### src/rtl/sed_pkg.sv
package sed_pkg;

    // Two-bit control code carried in the top bits of every codeword
    typedef enum logic [1:0] {
        CW_START_ZERO = 2'b00,
        CW_START_ONE  = 2'b01,
        CW_TARGET     = 2'b10,
        CW_GROUP      = 2'b11
    } cw_ctrl_e;

    localparam int CTRL_W = 2;

endpackage

### src/rtl/sed_target_dec.sv
// Decodes an index field into a one-hot position mask and classifies the index.
module sed_target_dec #(
    parameter int NUM_CHAINS = 8,
    parameter int IDX_W      = $clog2(NUM_CHAINS + 1)
) (
    input  logic [IDX_W-1:0]      idx,
    output logic [NUM_CHAINS-1:0] onehot,
    output logic                  is_none,
    output logic                  is_bad
);
    localparam logic [IDX_W-1:0] NONE_IDX = {IDX_W{1'b1}};

    for (genvar i = 0; i < NUM_CHAINS; i++) begin : g_pos
        assign onehot[i] = (idx == IDX_W'(i));
    end

    assign is_none = (idx == NONE_IDX);
    assign is_bad  = (int'(idx) >= NUM_CHAINS) && !is_none;

endmodule

### src/rtl/sed_group_place.sv
// Places an IDX_W-bit literal group at a start position; positions past the top are dropped.
module sed_group_place #(
    parameter int NUM_CHAINS = 8,
    parameter int IDX_W      = $clog2(NUM_CHAINS + 1)
) (
    input  logic [IDX_W-1:0]      start,
    input  logic [IDX_W-1:0]      data,
    output logic [NUM_CHAINS-1:0] mask,
    output logic [NUM_CHAINS-1:0] bits
);
    for (genvar i = 0; i < NUM_CHAINS; i++) begin : g_pos
        always_comb begin
            mask[i] = 1'b0;
            bits[i] = 1'b0;
            for (int j = 0; j < IDX_W; j++) begin
                if (int'(start) + j == i) begin
                    mask[i] = 1'b1;
                    bits[i] = data[j];
                end
            end
        end
    end

endmodule

### src/rtl/sed_decomp.sv
module sed_decomp #(
    parameter int NUM_CHAINS = 8,
    parameter int IDX_W      = $clog2(NUM_CHAINS + 1),
    parameter int IN_W       = IDX_W + 2
) (
    input  logic                  clk,
    input  logic                  rst,
    input  logic                  cw_valid,
    input  logic [IN_W-1:0]       cw,
    input  logic                  flush,
    output logic [NUM_CHAINS-1:0] scan_slice,
    output logic                  scan_shift,
    output logic                  err_flag
);
    import sed_pkg::*;

    typedef struct packed {
        logic [NUM_CHAINS-1:0] sbuf;
        logic [NUM_CHAINS-1:0] slice;
        logic                  shift;
        logic                  fill;
        logic                  open;
        logic                  grp_pend;
        logic                  grp_ok;
        logic [IDX_W-1:0]      grp_start;
        logic                  err;
    } state_t;

    state_t state_d, state_q;

    cw_ctrl_e              ctrl;
    logic [IDX_W-1:0]      field;
    logic [NUM_CHAINS-1:0] tgt_oh;
    logic                  tgt_none;
    logic                  tgt_bad;
    logic [NUM_CHAINS-1:0] grp_mask;
    logic [NUM_CHAINS-1:0] grp_bits;

    // Internal state exposed to the bound checker
    logic grp_pend_w;
    logic slice_open_w;

    assign ctrl  = cw_ctrl_e'(cw[IN_W-1 -: CTRL_W]);
    assign field = cw[IDX_W-1:0];

    sed_target_dec #(.NUM_CHAINS(NUM_CHAINS), .IDX_W(IDX_W)) u_tdec (
        .idx     (field),
        .onehot  (tgt_oh),
        .is_none (tgt_none),
        .is_bad  (tgt_bad)
    );

    sed_group_place #(.NUM_CHAINS(NUM_CHAINS), .IDX_W(IDX_W)) u_gplace (
        .start (state_q.grp_start),
        .data  (field),
        .mask  (grp_mask),
        .bits  (grp_bits)
    );

    always_comb begin
        state_d       = state_q;
        state_d.shift = 1'b0;
        if (cw_valid) begin
            if (state_q.grp_pend) begin
                // Literal data word: control bits are not interpreted
                state_d.grp_pend = 1'b0;
                if (state_q.grp_ok) begin
                    state_d.sbuf = (state_q.sbuf & ~grp_mask) | (grp_bits & grp_mask);
                end
            end else begin
                unique case (ctrl)
                    CW_START_ZERO, CW_START_ONE: begin
                        if (state_q.open) begin
                            state_d.slice = state_q.sbuf;
                            state_d.shift = 1'b1;
                        end
                        state_d.open = 1'b1;
                        state_d.fill = ctrl[0];
                        state_d.sbuf = {NUM_CHAINS{ctrl[0]}};
                        if (tgt_bad) begin
                            state_d.err = 1'b1;
                        end else if (!tgt_none) begin
                            state_d.sbuf = ctrl[0] ? ~tgt_oh : tgt_oh;
                        end
                    end
                    CW_TARGET: begin
                        if (!state_q.open || tgt_bad) begin
                            state_d.err = 1'b1;
                        end else if (!tgt_none) begin
                            state_d.sbuf = state_q.fill ? (state_q.sbuf & ~tgt_oh)
                                                        : (state_q.sbuf | tgt_oh);
                        end
                    end
                    CW_GROUP: begin
                        state_d.grp_pend  = 1'b1;
                        state_d.grp_start = field;
                        state_d.grp_ok    = state_q.open && !tgt_bad && !tgt_none;
                        if (!state_q.open || tgt_bad) begin
                            state_d.err = 1'b1;
                        end
                    end
                    default: begin
                        state_d.err = state_q.err;
                    end
                endcase
            end
        end else if (flush) begin
            state_d.grp_pend = 1'b0;
            if (state_q.open) begin
                state_d.slice = state_q.sbuf;
                state_d.shift = 1'b1;
                state_d.open  = 1'b0;
            end
        end
    end

    always_ff @(posedge clk) begin
        if (rst) begin
            state_q <= '0;
        end else begin
            state_q <= state_d;
        end
    end

    assign scan_slice   = state_q.slice;
    assign scan_shift   = state_q.shift;
    assign err_flag     = state_q.err;
    assign grp_pend_w   = state_q.grp_pend;
    assign slice_open_w = state_q.open;

endmodule

### config.mk
export PLATFORM = sky130hd
export DESIGN_NAME = sed_decomp
export DESIGN_NICKNAME = d
export VERILOG_FILES = /design/src/rtl/sed_pkg.sv /design/src/rtl/sed_target_dec.sv /design/src/rtl/sed_group_place.sv /design/src/rtl/sed_decomp.sv
export SDC_FILE = /design/constraint.sdc
export NUM_CORES = 1
export LEC_CHECK = 0
export ABC_AREA = 1
export CAP_MARGIN = 10
export CORE_MARGIN = 2
export CORE_UTILIZATION = 45
export DETAILED_ROUTE_END_ITERATION = 8
export GPL_TIMING_DRIVEN = 0
export PLACE_DENSITY = 0.68
export RECOVER_POWER = 50
export SLEW_MARGIN = 20
export SYNTH_ARGS = -nofsm -noshare
export SYNTH_HDL_FRONTEND = slang
export SYNTH_SLANG_ARGS = --single-unit
### constraint.sdc
create_clock -name clk -period 1.8 [get_ports clk]
set_clock_uncertainty 0.2 [all_clocks]
set_input_delay 0.27 -clock clk [delete_from_list [all_inputs] [get_ports clk]]
set_output_delay 0.27 -clock clk [all_outputs]
set_load 0.05 [all_outputs]
==> reports/results.ini, run 1 <==
[timing]
drv_slew=0
post-route-period-util_pct=101
setup_ws_ps=-18.4
tightest_slew_ps=622
rsz0062_at_grt=yes
period_needed_ps=1820
fmax_mhz=550
relSlewSlack_pct=58.6
finalHoldViolations=0
setup_viol=3

[clock_tree]
cts_buffer_depth=2
clkLatencyLatePin_ps=290
numCtsBuffers=3
clock_sinks=26
cts_tree=built
root_buffer=clkbuf_8
clkTransAtPathRegs_ps=110
htree_levels=1
holdBufCountCts=0

[global_route]
grt_pass1_vias=2245
grt_max_degree=16
antenna_found_initial=0
grt_use_total_pct=24.9
grt_pass1_wl_um=10300
grt_overflow=0

[layout]
multi_input_area_um2=1450
seq_area_um2=529
drive_gt1_share_pct=23.6
fill_cells=424
syn_to_final_growth_pct=30.2
design_area_um2=2720
diodes=0
nets=419

[detailed_routing]
via_per_inst=5.72
drcViolationCount=0
first_pass_iters=5
wl_um=6450
num_vias=2618
ant_nets=0
wl_per_cell_um=14.1
dr.first_iter.drc_count=210

[floorplanning]
start_util_pct=47.4
dieHeight_um=72.2
rows=24
ios=20
core-area_um2=4410
die-width_um=72.2
dieArea_um2=5210

[power]
power_frac_seq_pct=37.6
p_int_uw=1100
switchingPower_uw=574
power_density_nw_per_um2=613
ir_worst_vdd_uv=305
p_clk_share_pct=30.6
p_comb_share_pct=31.8
p_leak_uw=0.00128
p_sw_share_pct=34.4

[outcome]
status=finished, violations left
violations=setup timing

[synthesis]
synthDistinctLibCells=22
syn_inst=365
synth.area.top_cells=dfxtp_1, nand2_1, nand3_1, nor2_1, a21oi_1
ys_ff_latch=26
syn_nets=377
synth_area_per_cell_um2=5.73
ys_warn_count=0
syn-cell-area_um2=2090
ys_seq_area_share_pct=24.9
yosys.area.top_type=dfxtp_1
synth_top_area_share_pct=24.9

[flow_run]
maxCapViolCount=0

[placement]
post-place-ws_ps=-466
placed_cell_area_um2=2340
dpl.hpwl_um=4510
io_buffers=18
routabilityCongestion=0.966

[critical_path]
crit_path_end_kind=flip-flop
crit_type=reg -> reg
crit_path_max_fanout=7
required_ps=1820
cp-start-kind=flip-flop
worst_ep_arrival_time_ps=1840

[worst_hold_path]
hold_class=in -> reg

-- layout by cell type (no fill, tap or decap), types with 2 or more instances in the layout --
master / instances
buf_6: 2
nand2_2: 12
o22ai_1: 2
nor2_4: 8
o21ai_0: 22
nor3_1: 3
nor2_1: 50
clkbuf_4: 4
inv_4: 2
dlymetal6s2s_1: 2
dlygate4sd2_1: 11
a21oi_1: 28
inv_2: 8
nor2_2: 7
ha_4: 2
nand4_1: 16
nand2_4: 2
clkbuf_8: 3
nand2_1: 73
nand3_1: 41
inv_1: 27
clkdlybuf4s50_1: 5
nand3_2: 7
buf_4: 24
clkbuf_2: 3
o21ai_1: 3
buf_2: 2
clkbuf_1: 3
dfxtp_4: 2
dfxtp_1: 23
-- power by group through the flow --
| stage | sequential (µW) | clock [µW] | combinational, µW |
|---|---|---|---|
| floorplan | 646 | 0 | 321 |
| global placement | 642 | 0 | 444 |
| detailed placement | 642 | 0 | 449 |
| CTS | 627 | 522 | 476 |
| global route | 633 | 532 | 584 |
| finish | 628 | 511 | 530 |
-- final cells by class --
| cell class | count | area share, % |
|---|---|---|
| buffer | 20 | 5.01 |
| clock buffer | 3 | 1.52 |
| clock inverter | 1 | 1.10 |
| inverter | 39 | 5.88 |
| multi-input combinational | 280 | 53.3 |
| sequential | 26 | 19.4 |
| tap | 52 | 2.39 |
| timing repair buffer | 36 | 11.2 |
| timing repair inverter | 1 | 0.184 |
-- worst max-delay path, cell delays in order (launching register included) --
cell	delay, ps
dfxtp_4	390
buf_4	170
nor2_4	230
buf_4	160
nand2_1	70
o21ai_0	170
a21oi_1	60
a21oi_1	170
nor2_1	60
nor2_1	90
-- path summary, 6_finish.rpt --
check | cells after the start | endpoint | startpoint | slack [ps]
worst max-delay path | 9 | flip-flop | state_q[2]$_SDFFE_PP0P_ | -20
worst max register to register | 9 | flip-flop | state_q[2]$_SDFFE_PP0P_ | -20
worst min-delay path | 4 | grp_pend_w$_SDFFE_PP0P_ | cw_valid | 130
worst min register to register | 2 | scan_slice[0]$_SDFFE_PP0P_ | flip-flop | 260
-- Yosys cell counts, drive strengths merged --
cell,instances
dfxtp,26
nor2,65
inv,38
nand4,16
o21ai,25
ha,2
clkbuf,6
o22ai,2
a31oi,1
clkinv,1
buf,14
nand3,48
nand2,87
nor3,4
a21oi,30
-- routing by layer --
metal / up-vias / part of all wire, % / global-route usage (%)
met5: - / 0 / 0
met4: 0 / 2.1 / 8.18
met3: 15 / 6.9 / 4.58
met2: 114 / 47 / 41.7
met1: 1205 / 44 / 32.3
li1: 1284 / - / -
-- metrics by stage --
step                power (µW)  util, %  TNS [ps]  std cells  hold slack, ps
floorplan                  968        -         0        365             139
global placement          1090     53.0     -6720        435             250
detailed placement        1090     53.0     -6790        435             253
CTS                       1620     57.4     -23.2        444             215
global route              1750     61.7      -943        458             175
finish                    1670     61.7     -33.7        458             127
-- kinds of logic after synthesis --
kind of cell,count (synthesis),share of synthesized area [%]
AND/OR/NAND/NOR,220,47.0
AO/OA/AOI/OAI,58,14.2
buffers and inverters,59,12.7
flip-flops,26,24.9
adder cells (fa/ha/maj),2,1.20
-- repair_timing --
action	CTS	global route
resized for setup	40	35
cloned	0	1
setup buffers	5	13
pin swaps	6	19
setup endpoints to repair	20	21
endpoints found under the hold margin	0	0
Note: power is estimated with default switching activity, not from simulation.
==> inputs of run 2 (changes only) <==
--- a/config.mk
+++ b/config.mk
@@ -5,7 +5,6 @@
 export SDC_FILE = /design/constraint.sdc
 export NUM_CORES = 1
 export LEC_CHECK = 0
-export ABC_AREA = 1
 export CAP_MARGIN = 10
 export CORE_MARGIN = 2
 export CORE_UTILIZATION = 45
==> run 2 against run 1 <==
  * Critical path depth decreased by 1
  * The flow still finishes with violations (setup timing)
  * Synthesized cell count decreased by 26%
  * Global-route usage increased by 0.57 points
  * Routed wire length increased by 2.2%
  * Register-to-register slack got worse by 430 ps
  * First-iteration DRC count increased by 29%
  * Combinational power decreased by 30%
==> reports/results.ini, run 2 <==
[floorplanning]
core-area_um2=4410  ; unchanged
dieHeight_um=72.0  ; was 72.2 µm
dieArea_um2=5190  ; was 5210 µm²
start_util_pct=47.2  ; was 47.4%
rows=24  ; unchanged
ios=20  ; unchanged
die-width_um=72.0  ; was 72.2 µm

[critical_path]
crit_path_max_fanout=6  ; was 7
worst_ep_arrival_time_ps=2210  ; was 1840 ps
crit_type=reg -> reg  ; unchanged
crit_path_end_kind=flip-flop  ; unchanged
required_ps=1770  ; was 1820 ps
cp-start-kind=flip-flop  ; unchanged

[detailed_routing]
ant_nets=0  ; unchanged
first_pass_iters=5  ; unchanged
wl_met3_um=464  ; was 446 µm
dr_wl_met2_um=3090  ; was 3030 µm
via_per_inst=6.34  ; was 5.72
wl_per_cell_um=18.6  ; was 14.1 µm
top_layer=met4  ; unchanged
wl_met1_um=2810  ; was 2830 µm
num_vias=2245  ; was 2618
dr.first_iter.drc_count=271  ; was 210
wl_um=6590  ; was 6450 µm
drcViolationCount=0  ; unchanged

[synthesis]
yosys.area.top_type=dfxtp_1  ; unchanged
syn_nets=282  ; was 377
yosysMostFrequentCell=nor2_1  ; was nand2_1
syn-cell-area_um2=2080  ; was 2090 µm²
synth.area.top_cells=dfxtp_1, mux2i_1, nor2_1, nor3_1, o21ai_0  ; was dfxtp_1, nand2_1, nand3_1, nor2_1, a21oi_1
synth_area_per_cell_um2=7.71  ; was 5.73 µm²
ys_ff_latch=26  ; unchanged
async_reset_ff_share_pct=0  ; unchanged
synthDistinctLibCells=56  ; was 22
synth_top_area_share_pct=25.0  ; was 24.9%
synth_edf_count=0  ; unchanged
ys.flop_type=dfxtp_1  ; unchanged
synthTopCellsByCount=nor2_1, dfxtp_1, nand2_1  ; was nand2_1, nor2_1, nand3_1
ys_warn_count=0  ; unchanged
ys_seq_area_share_pct=25.0  ; was 24.9%
syn_inst=270  ; was 365

[layout]
stdcell_count=354  ; was 458
drive_gt1_share_pct=28.1  ; was 23.6%
nets=315  ; was 419
final_common_cell=nor2_1  ; was nand2_1
multi_input_area_um2=1540  ; was 1450 µm²
fill_cells=399  ; was 424
diodes=0  ; unchanged
seq_area_um2=528  ; was 529 µm²
syn_to_final_growth_pct=29.0  ; was 30.2%
final_cell_mix=nor2_1, dfxtp_1, buf_4, nand2_1, mux2i_1  ; was nand2_1, nor2_1, nand3_1, a21oi_1, inv_1
design_area_um2=2690  ; was 2720 µm²

[timing]
drv_slew=0  ; unchanged
worst_hold_slack_ps=260  ; was 127 ps
post-route-period-util_pct=125  ; was 101%
period_needed_ps=2240  ; was 1820 ps
fmax_mhz=446  ; was 550 MHz
setup_viol=17  ; was 3
tightest_slew_ps=605  ; was 622 ps
rsz0062_at_grt=yes  ; unchanged
setup_ws_ps=-444  ; was -18.4 ps
finalHoldViolations=0  ; unchanged
relSlewSlack_pct=59.7  ; was 58.6%

[power]
p_clk_share_pct=27.9  ; was 30.6%
p_comb_share_pct=27.3  ; was 31.8%
p_sw_share_pct=30.5  ; was 34.4%
power_density_nw_per_um2=509  ; was 613 nW/µm²
power_frac_seq_pct=44.8  ; was 37.6%
p_int_uw=950  ; was 1100 µW
switchingPower_uw=417  ; was 574 µW
p_leak_uw=0.00107  ; was 0.00128 µW
ir_worst_vdd_uv=413  ; was 305 µV

[global_route]
grt_max_degree=15  ; was 16
grt_overflow=0  ; unchanged
grt_pass1_vias=2080  ; was 2245
grt_pass1_wl_um=10400  ; was 10300 µm
antenna_found_initial=0  ; unchanged
grt_use_total_pct=25.5  ; was 24.9%

[placement]
post-place-ws_ps=-704  ; was -466 ps
dp.cells=340  ; was 435
dpl.hpwl_um=4470  ; was 4510 µm
routabilityCongestion=0.954  ; was 0.966
placed_cell_area_um2=2370  ; was 2340 µm²
io_buffers=18  ; unchanged

[outcome]
status=finished, violations left  ; unchanged
violations=setup timing  ; unchanged

[clock_tree]
clock_sinks=26  ; unchanged
cts_tree=built  ; unchanged
cts_buffer_depth=2  ; unchanged
clkTransAtPathRegs_ps=90  ; was 110 ps
root_buffer=clkbuf_8  ; unchanged
numCtsBuffers=3  ; unchanged
htree_levels=1  ; unchanged
holdBufCountCts=0  ; unchanged
clkLatencyLatePin_ps=270  ; was 290 ps

[flow_run]
maxCapViolCount=0  ; unchanged

[worst_hold_path]
hold_class=reg -> reg  ; was in -> reg

[run 2: cell types whose count changed after synthesis, sizes merged, moves of 7 or more]
cell | before | now
a211oi | 0 | 8
a21oi | 30 | 11
buf | 14 | 24
inv | 38 | 5
mux2 | 0 | 7
mux2i | 0 | 16
nand2 | 87 | 17
nand2b | 0 | 11
nand3 | 48 | 1
nand4 | 16 | 0
nor2 | 65 | 30
nor3 | 4 | 14
nor4 | 0 | 7
o21ai | 25 | 15
[run 2: final cells by class]
type / count / share of cell area [%]
plain buffers: 33 / 8.01
clock buffers: 4 / 2.05
inverters: 5 / 0.885
multi-input cells: 204 / 57.2
flip-flops and latches: 26 / 19.7
well taps: 52 / 2.42
repair buffers: 30 / 9.74
[run 2: through the flow]
step,TNS (ps),util (%),power [µW]
2_1_floorplan,-1610,-,850
3_3_place_gp,-10720,53.7,949
3_5_place_dp,-11230,53.7,947
4_1_cts,-2990,57.6,1340
5_1_grt,-5660,60.8,1430
6_report,-3620,60.8,1370
[run 2: metal layers]
metal  track usage, %  vias to the layer above
li1                 -                     1056
met2             41.2                      129
met1             33.6                     1035
met5                0                        -
met4             10.1                        0
met3             4.86                       25
[run 2: final timing paths]
check / from / endpoint / slack, ps / depth (start not counted)
max: state_q[2]$_SDFFE_PP0P_ / flip-flop / -440 / 8
min: flip-flop / flip-flop / 260 / 2
min reg2reg: flip-flop / flip-flop / 260 / 2
max reg2reg: state_q[2]$_SDFFE_PP0P_ / flip-flop / -440 / 8
[run 2: kinds of logic (layout without fill, tap and decap cells)]
group,Yosys count,in the layout,share of synthesized area [%]
simple gates,109,109,28.0
compound gates,69,69,23.7
buf+inv,40,72,10.2
flops,26,26,25.0
mux,23,23,11.5
fa+ha+maj,2,2,1.20
xor+xnor,1,1,0.421
[run 2: critical path, stage by stage, from the launching register on]
cell     delay [ps]
dfxtp_4         370
buf_6           110
inv_6            50
ha_4            180
or3_4           330
a21o_1          220
o21a_1          200
a21o_1          170
mux2_4          290
[run 2: repair_timing]
action	CTS	global route
hold endpoints to repair	0	0
endpoints found under the setup margin	33	24
pin swaps	5	6
setup buffers	8	3
gates resized for setup	34	34
gates cloned	0	1
[run 2: power groups by stage]
stage          Clock [µW]  Sequential [µW]  Combinational, µW
2_1_floorplan           0              630                220
5_1_grt               416              615                400
4_1_cts               394              611                337
3_3_place_gp            0              625                324
6_report              382              612                373
3_5_place_dp            0              626                320
